===== src/rtl/kwd_pkg.sv =====
package kwd_pkg;

  typedef enum logic [1:0] {
    ST_ARMED  = 2'd0,
    ST_PULSE  = 2'd1,
    ST_SUPLOW = 2'd2
  } kwdState_e;

  typedef struct packed {
    logic wdClear;
    logic wdRun;
    logic pulseClear;
    logic pulseRun;
  } kwdStrobe_t;

endpackage


===== src/rtl/kwd_datapath.sv =====
module kwd_datapath
  import kwd_pkg::*;
#(
  parameter int TIMEOUT_CYCLES = 1000,
  parameter int PULSE_CYCLES   = 200,
  parameter int SYNC_STAGES    = 2,
  localparam int WD_W = (TIMEOUT_CYCLES > 2) ? $clog2(TIMEOUT_CYCLES) : 1,
  localparam int PC_W = (PULSE_CYCLES > 2) ? $clog2(PULSE_CYCLES) : 1
) (
  input  logic             clk,
  input  logic             rstN,
  input  logic             kickIn,
  input  kwdStrobe_t       strobe,
  output logic             kickEdge,
  output logic             wdDone,
  output logic             pulseDone,
  output logic [WD_W-1:0]  wdCnt
);

  localparam logic [WD_W-1:0] WD_LAST = WD_W'(TIMEOUT_CYCLES - 1);
  localparam logic [WD_W-1:0] WD_ONE  = WD_W'(1);
  localparam logic [PC_W-1:0] PC_LAST = PC_W'(PULSE_CYCLES - 1);
  localparam logic [PC_W-1:0] PC_ONE  = PC_W'(1);

  // Kick line synchronizer chain
  logic [SYNC_STAGES-1:0] syncQ;
  logic                   kickPrev;
  logic [PC_W-1:0]        pulseCnt;

  genvar gi;
  generate
    for (gi = 0; gi < SYNC_STAGES; gi++) begin : g_sync
      if (gi == 0) begin : g_first
        always_ff @(posedge clk or negedge rstN) begin
          if (!rstN) syncQ[gi] <= 1'b0;
          else       syncQ[gi] <= kickIn;
        end
      end else begin : g_next
        always_ff @(posedge clk or negedge rstN) begin
          if (!rstN) syncQ[gi] <= 1'b0;
          else       syncQ[gi] <= syncQ[gi-1];
        end
      end
    end
  endgenerate

  // Previous synchronized level for edge detection
  always_ff @(posedge clk or negedge rstN) begin
    if (!rstN) kickPrev <= 1'b0;
    else       kickPrev <= syncQ[SYNC_STAGES-1];
  end

  assign kickEdge = syncQ[SYNC_STAGES-1] ^ kickPrev;

  // Window counter
  always_ff @(posedge clk or negedge rstN) begin
    if (!rstN)               wdCnt <= '0;
    else if (strobe.wdClear) wdCnt <= '0;
    else if (strobe.wdRun)   wdCnt <= wdCnt + WD_ONE;
  end

  // Pulse length counter
  always_ff @(posedge clk or negedge rstN) begin
    if (!rstN)                  pulseCnt <= '0;
    else if (strobe.pulseClear) pulseCnt <= '0;
    else if (strobe.pulseRun)   pulseCnt <= pulseCnt + PC_ONE;
  end

  assign wdDone    = (wdCnt == WD_LAST);
  assign pulseDone = (pulseCnt == PC_LAST);

endmodule


===== src/rtl/kwd_control.sv =====
module kwd_control
  import kwd_pkg::*;
(
  input  logic       clk,
  input  logic       rstN,
  input  logic       kickEdge,
  input  logic       kickFloat,
  input  logic       supplyOk,
  input  logic       wdDone,
  input  logic       pulseDone,
  output kwdStrobe_t strobe,
  output logic       rstActive,
  output logic       isArmed
);

  kwdState_e stateQ, stateD;

  always_ff @(posedge clk or negedge rstN) begin
    if (!rstN) stateQ <= ST_PULSE;
    else       stateQ <= stateD;
  end

  always_comb begin
    stateD = stateQ;
    strobe = '0;
    unique case (stateQ)
      ST_ARMED: begin
        if (!supplyOk) begin
          stateD = ST_SUPLOW;
        end else if (kickEdge || kickFloat) begin
          strobe.wdClear = 1'b1;
        end else if (wdDone) begin
          stateD            = ST_PULSE;
          strobe.pulseClear = 1'b1;
        end else begin
          strobe.wdRun = 1'b1;
        end
      end
      ST_PULSE: begin
        if (!supplyOk) begin
          stateD = ST_SUPLOW;
        end else if (pulseDone) begin
          stateD         = ST_ARMED;
          strobe.wdClear = 1'b1;
        end else begin
          strobe.pulseRun = 1'b1;
        end
      end
      ST_SUPLOW: begin
        strobe.pulseClear = 1'b1;
        if (supplyOk) stateD = ST_PULSE;
      end
      default: begin
        stateD = ST_PULSE;
        strobe.pulseClear = 1'b1;
      end
    endcase
  end

  assign isArmed   = (stateQ == ST_ARMED);
  assign rstActive = !isArmed;

endmodule


===== src/rtl/kick_watchdog.sv =====
module kick_watchdog
  import kwd_pkg::*;
#(
  parameter int TIMEOUT_CYCLES = 1000,
  parameter int PULSE_CYCLES   = 200,
  parameter bit ACTIVE_HIGH    = 1'b0,
  localparam int WD_W = (TIMEOUT_CYCLES > 2) ? $clog2(TIMEOUT_CYCLES) : 1
) (
  input  logic clk,
  input  logic rstN,
  input  logic kickIn,
  input  logic kickFloat,
  input  logic supplyOk,
  output logic resetOut
);

  kwdStrobe_t      strobe;
  logic            kickEdge;
  logic            wdDone;
  logic            pulseDone;
  logic            rstActive;
  logic            isArmed;
  logic [WD_W-1:0] wdCnt;

  kwd_datapath #(
    .TIMEOUT_CYCLES(TIMEOUT_CYCLES),
    .PULSE_CYCLES  (PULSE_CYCLES),
    .SYNC_STAGES   (2)
  ) u_dp (
    .clk      (clk),
    .rstN     (rstN),
    .kickIn   (kickIn),
    .strobe   (strobe),
    .kickEdge (kickEdge),
    .wdDone   (wdDone),
    .pulseDone(pulseDone),
    .wdCnt    (wdCnt)
  );

  kwd_control u_ctl (
    .clk      (clk),
    .rstN     (rstN),
    .kickEdge (kickEdge),
    .kickFloat(kickFloat),
    .supplyOk (supplyOk),
    .wdDone   (wdDone),
    .pulseDone(pulseDone),
    .strobe   (strobe),
    .rstActive(rstActive),
    .isArmed  (isArmed)
  );

  generate
    if (ACTIVE_HIGH) begin : g_pol_high
      assign resetOut = rstActive;
    end else begin : g_pol_low
      assign resetOut = !rstActive;
    end
  endgenerate

endmodule


===== config.mk =====
export PLATFORM = sky130hd
export DESIGN_NAME = kick_watchdog
export DESIGN_NICKNAME = d
export VERILOG_FILES = /design/src/rtl/kwd_pkg.sv /design/src/rtl/kwd_datapath.sv /design/src/rtl/kwd_control.sv /design/src/rtl/kick_watchdog.sv
export SDC_FILE = /design/constraint.sdc
export NUM_CORES = 1
export LEC_CHECK = 0
export ABC_AREA = 1
export CORE_MARGIN = 1.5
export CORE_UTILIZATION = 30
export DETAILED_ROUTE_END_ITERATION = 16
export SLEW_MARGIN = 20
export SYNTH_ARGS = -nofsm -noshare
export SYNTH_HDL_FRONTEND = slang
export SYNTH_SLANG_ARGS = --single-unit

===== constraint.sdc =====
create_clock -name clk -period 1.6 [get_ports clk]
set_input_delay 0.32 -clock clk [delete_from_list [all_inputs] [get_ports clk]]
set_output_delay 0.32 -clock clk [all_outputs]
set_load 0.05 [all_outputs]

* Word level (Yosys, flattened, before mapping)
Index checks and enable logic that the tools add are counted.
Widths: inputs -> output; s select.
** Storage, ports and cells
- Input port bits :: 5
- Output and inout port bits :: 1
- Register bits :: 23
** Cells by class
- Bitwise logic cells :: 1
- Add/sub/neg operators :: 2
- Reductions and logical operators :: 5
- Equal/unequal tests :: 8
- Mux-type cells :: 24
** Operator list (count)
- $mux 10 :: 2
- $mux 8 :: 2
- $mux 2 :: 7
- $add 10x1->10 const B :: 1
- $eq 10x10->1 const B :: 1
- $mux 1 :: 9
- $add 8x1->8 const B :: 1
- $eq 8x8->1 const B :: 1
- $ne 3x3->1 const B :: 2
- $pmux 2 s3 :: 1
- $pmux 1 s2 :: 2
- $reduce_and 4->1 :: 1
- $reduce_bool 2->1 :: 2
- $mux 3 :: 1
- $ne 3x2->1 const B :: 1
- $eq 2x1->1 const B :: 1
- $eq 2x2->1 const B :: 1
- $logic_not 2->1 :: 1
- $ne 2x2->1 const B :: 1
- $logic_or 1x1->1 :: 1
- $xor 1x1->1 :: 1

* Logic depth before layout (Yosys ltp)
- Depth in word-level cells :: 7
- Depth in mapped cells :: 11
- Depth with buffers taken out :: 11

* By module
A second synthesis with hierarchy kept.
** Unflattened totals
- Cell total of the unflattened synthesis :: 155
- Area, all modules :: 1263.7 µm²
** By module, submodules not included
- kwd_datapath :: area an instance 1067.3 µm², cells each 127, instances 1
- kwd_control :: area an instance 192.7 µm², cells each 27, instances 1
- kick_watchdog :: area an instance 3.8 µm², cells each 1, instances 1

* Least setup slack after synthesis
No wires, ideal clock.
- Kind :: register -> register
- From :: reg u_dp.pulseCnt[0]
- To :: reg u_dp.wdCnt[9]
- Required time :: 1.483 ns
- Data arrival time :: 1.298 ns
- Stages on the path, launching flop included :: 12
- Slack :: 0.185 ns
- Library setup time :: 0.117 ns
- Cells stage by stage :: dfrtp_1 -> ha_1 -> nand2_1 -> clkinv_1 -> nand2_2 -> nor2_2 -> nand2_1 -> nand2_4 -> inv_4 -> nand2_1 -> nand2_1 -> nand2_1
** Between the ends
- Longest elaborated chain between the ends :: 5
- Elaborated cells between the ends (all ways) :: 6
- Those cells by class :: eq/ne: 1; mux: 4; reduce/logical: 1
** RTL lines
- start: declaration :: RTL line kwd_datapath.sv:28 : logic [PC_W-1:0] pulseCnt;
- start signal: assignment :: RTL line kwd_datapath.sv:66 : else if (strobe.pulseRun) pulseCnt <= pulseCnt + PC_ONE;
- $eq 8x8->1 * :: RTL line kwd_datapath.sv:70 : assign pulseDone = (pulseCnt == PC_LAST);
- $mux 1 * :: RTL line kwd_control.sv:42 : end else if (pulseDone) begin
- $mux 1 * :: RTL line kwd_control.sv:40 : if (!supplyOk) begin
- $pmux 1 s2 * :: RTL line kwd_control.sv:26 : unique case (stateQ)
- $mux 10 / $reduce_bool 2->1 (equally long branches)
- end signal: assignment :: RTL line kwd_datapath.sv:59 : else if (strobe.wdRun) wdCnt <= wdCnt + WD_ONE;
- end: declaration :: RTL line kwd_datapath.sv:17 : output logic [WD_W-1:0] wdCnt
Mark *: on every way between the ends. The rest lies on a longest branch, timed or not.
A chain may end at the register's enable or synchronous reset.

* Worst setup path after layout
- From :: reg u_dp.pulseCnt[0]
- To :: reg u_dp.wdCnt[5]
Same word-level chain as after synthesis.

==> reports/summary.txt <==
Outcome - complete, no violations
Max Cap Violations - 0
Worst Max-Slew Pin Slew - 300 ps
Power Dens Cells - 790 mW/mm^2
N_diodes - 0
Skew final - 6.49 ps
CP Data Required Time - 1800 ps
Area share of the largest cell type after synthesis - 38.3%
Most frequent cell after synthesis - nand2_1
Vias in the first global route - 1185
Antenna violations before repair - 0
Logic pwr share - 25.4%
Final WS setup - 119 ps
Core area - 0.00447 mm^2
Top_reg_cell synth - dfrtp_1
Area leader, netlist - dfrtp_1
FF-to-FF setup slack - 120 ps
Drt total wl - 3000 um
Final setup viols - 0
Synthesis-to-finish area growth - 21.8%
Die height - 72.2 um
Met1 Wirelength - 1590 um
CP max FO - 5
Largest net degree at the start of global routing - 24
Setup CP Type - flip-flop to flip-flop
Delay-heaviest family, CP - simple AND/OR/NAND/NOR gates
I/O pin count - 6
Crit path top cell by count - nand2_1
Flops & latches, synth - 23
CTS max path bufs - 2
Net Sw Power - 0.000421 W
Top cells by area, synth - dfrtp_1 (38%), nand2_1 (17%), nand3_1 (8.4%)
Post-synth ARST share - 100%
Cell Chain, Critical Path - ha_1 -> nand2_1 -> inv_2 -> nand2_2 -> nor2_2 -> nand2_1 -> nand2_4 -> buf_4 -> nor2_1 -> nand2_1 -> nand2_1
Synth cell count leaders - nand2_1 (65), nand3_1 (24), dfrtp_1 (22)
Root buffer cell - clkbuf_8
Crit path capture type - flip-flop
RSZ-0062 raised after global routing - true
Vias per cell - 4.47
P_int - 0.000962 W
Synth Cell Area - 0.00144 mm^2
Max Used Layer - met4
Total clock buffers created by CTS - 3
Initial Util - 32.1%
Die area - 0.00521 mm^2
Register area share after synthesis - 40.2%
Average cell area after synthesis - 7.15 um^2
Gr ovfl total - 0
CP max-delay cell - dfrtp_1
Die width - 72.2 um
Fin crit period - 1480 ps
Layout cell share with drive strength beyond 1 - 21.7%
Final hold viol count - 0
Number of synthesized flops with an enable pin - 0
Worst Path Buf+Inv - 2
Buffers on Ports - 5
Global-route usage over all layers - 12.8%
TritonRoute pass-1 iters - 4
Fin crit share - 92.6%
Library cells used by synthesis - 26
Met3 Wirelength - 59 um
CTS Sinks - 23
Remaining antenna violation count - 0
Iter 0 DRT Violations - 68
Slew HR - 80.0%
Final core utilization - 39.1%
Crit path largest cell delay - 390 ps
TritonCTS clock tree - done
H-tree depth - 1
Met2 WL post-DR - 1280 um
Hold/Removal Path Class - input port to flip-flop
Flop pwr share - 47.6%
VDD IR-drop max - 0.273 mV
Clock transition at path regs - 90 ps
Sw Share - 30.4%
Clk pwr share - 26.9%
Dpl ws - -213 ps
Worst-Skew Late Latency - 270 ps
CP startpoint kind - flip-flop
# rows - 24
Vias post-DR - 1243
Synth Net Count - 208
Final nets - 234
Final GP Congestion - 0.871
Synth warn - 0
Cells after synthesis - 201
First-pass GRT wire length - 5310 um
Max-slew violations - 0
Leak - 0.906 nW
Peak Freq - 675 MHz
Crit path DAT - 1690 ps
DP HPWL - 2220 um
DR WL/cell - 10.8 um
DRC violations left - 0
==> flip-flops by register name, summed over array words and instances, names as in the netlist <==
signal / cells
u_dp.wdCnt: 10
u_dp.pulseCnt: 8
u_ctl.stateQ: 2
u_dp.syncQ: 2
u_dp.kickPrev: 1
==> power by group through the flow <==
stage | Combinational (W) | Sequential, W | Clock (W)
floorplan | 0.000192 | 0.000666 | 0
global placement | 0.000338 | 0.000670 | 0
detailed placement | 0.000340 | 0.000670 | 0
CTS | 0.000343 | 0.000659 | 0.000392
global route | 0.000397 | 0.000667 | 0.000410
finish | 0.000352 | 0.000658 | 0.000372
==> cell type report <==
cell class | instances | area [um^2]
inverters | 26 | 110
fillers | 459 | 2730
flip-flops and latches | 23 | 577
clock buffers | 4 | 45.0
repair buffers | 25 | 213
multi-input cells | 148 | 739
well taps | 52 | 65.1
==> path summary, 6_finish.rpt <==
check	to	cells after the start	startpoint
hold reg to reg	u_dp.syncQ[1]$_DFF_PN0_	0	u_dp.syncQ[0]$_DFF_PN0_
hold / removal	u_ctl.stateQ[1]$_DFFE_PN0P_	2	supplyOk
min in group asynchronous	u_dp.wdCnt[0]$_DFFE_PN0P_	2	rstN
max in group asynchronous	u_ctl.stateQ[0]$_DFFE_PN1P_	2	rstN
setup reg to reg	u_dp.wdCnt[5]$_DFFE_PN0P_	11	u_dp.pulseCnt[0]$_DFFE_PN0P_
setup / recovery	u_dp.wdCnt[5]$_DFFE_PN0P_	11	u_dp.pulseCnt[0]$_DFFE_PN0P_
==> metrics by stage <==
step	hold WS (ps)	instances	total power, W	cell area (um^2)	TNS (ps)
after CTS	369	277	0.00139	1720	0
after global placement	338	273	0.00101	1670	-2560
after global routing	348	278	0.00147	1750	-110
after detailed placement	337	273	0.00101	1670	-2180
final	342	278	0.00138	1750	0
after floorplan	24.4	201	0.000859	1440	0
==> cell usage in the layout (no fill, tap or decap), types with 4 or more instances in the layout <==
cell and instances:
nand4_1 8, nor2_1 21, buf_4 20, nand2_2 4
nand3_1 24, dfrtp_1 22, nand2_1 64, inv_2 4
nor2_2 5, inv_1 21, nand3_2 4
==> per-layer routing <==
layer / up-vias / global-route usage [%]
met4: 0 / 6.29
met1: 541 / 18.6
li1: 681 / -
met5: - / 0
met2: 16 / 18.7
met3: 5 / 1.81
==> timing repair <==
item | CTS | global route
resized for setup | 1 | 7
hold buffers | 0 | 0
endpoints found under the setup margin | 5 | 11
cloned | 0 | 0
pin swaps | 0 | 0
buffers inserted | 0 | 1
==> cells by family after synthesis <==
family	synth area share [%]
buf+inv	9.41
compound gates	1.74
xor+xnor	2.44
fa+ha+maj	1.74
simple gates	44.5
flops	40.2
No activity file was read; power rests on OpenSTA's default activity.
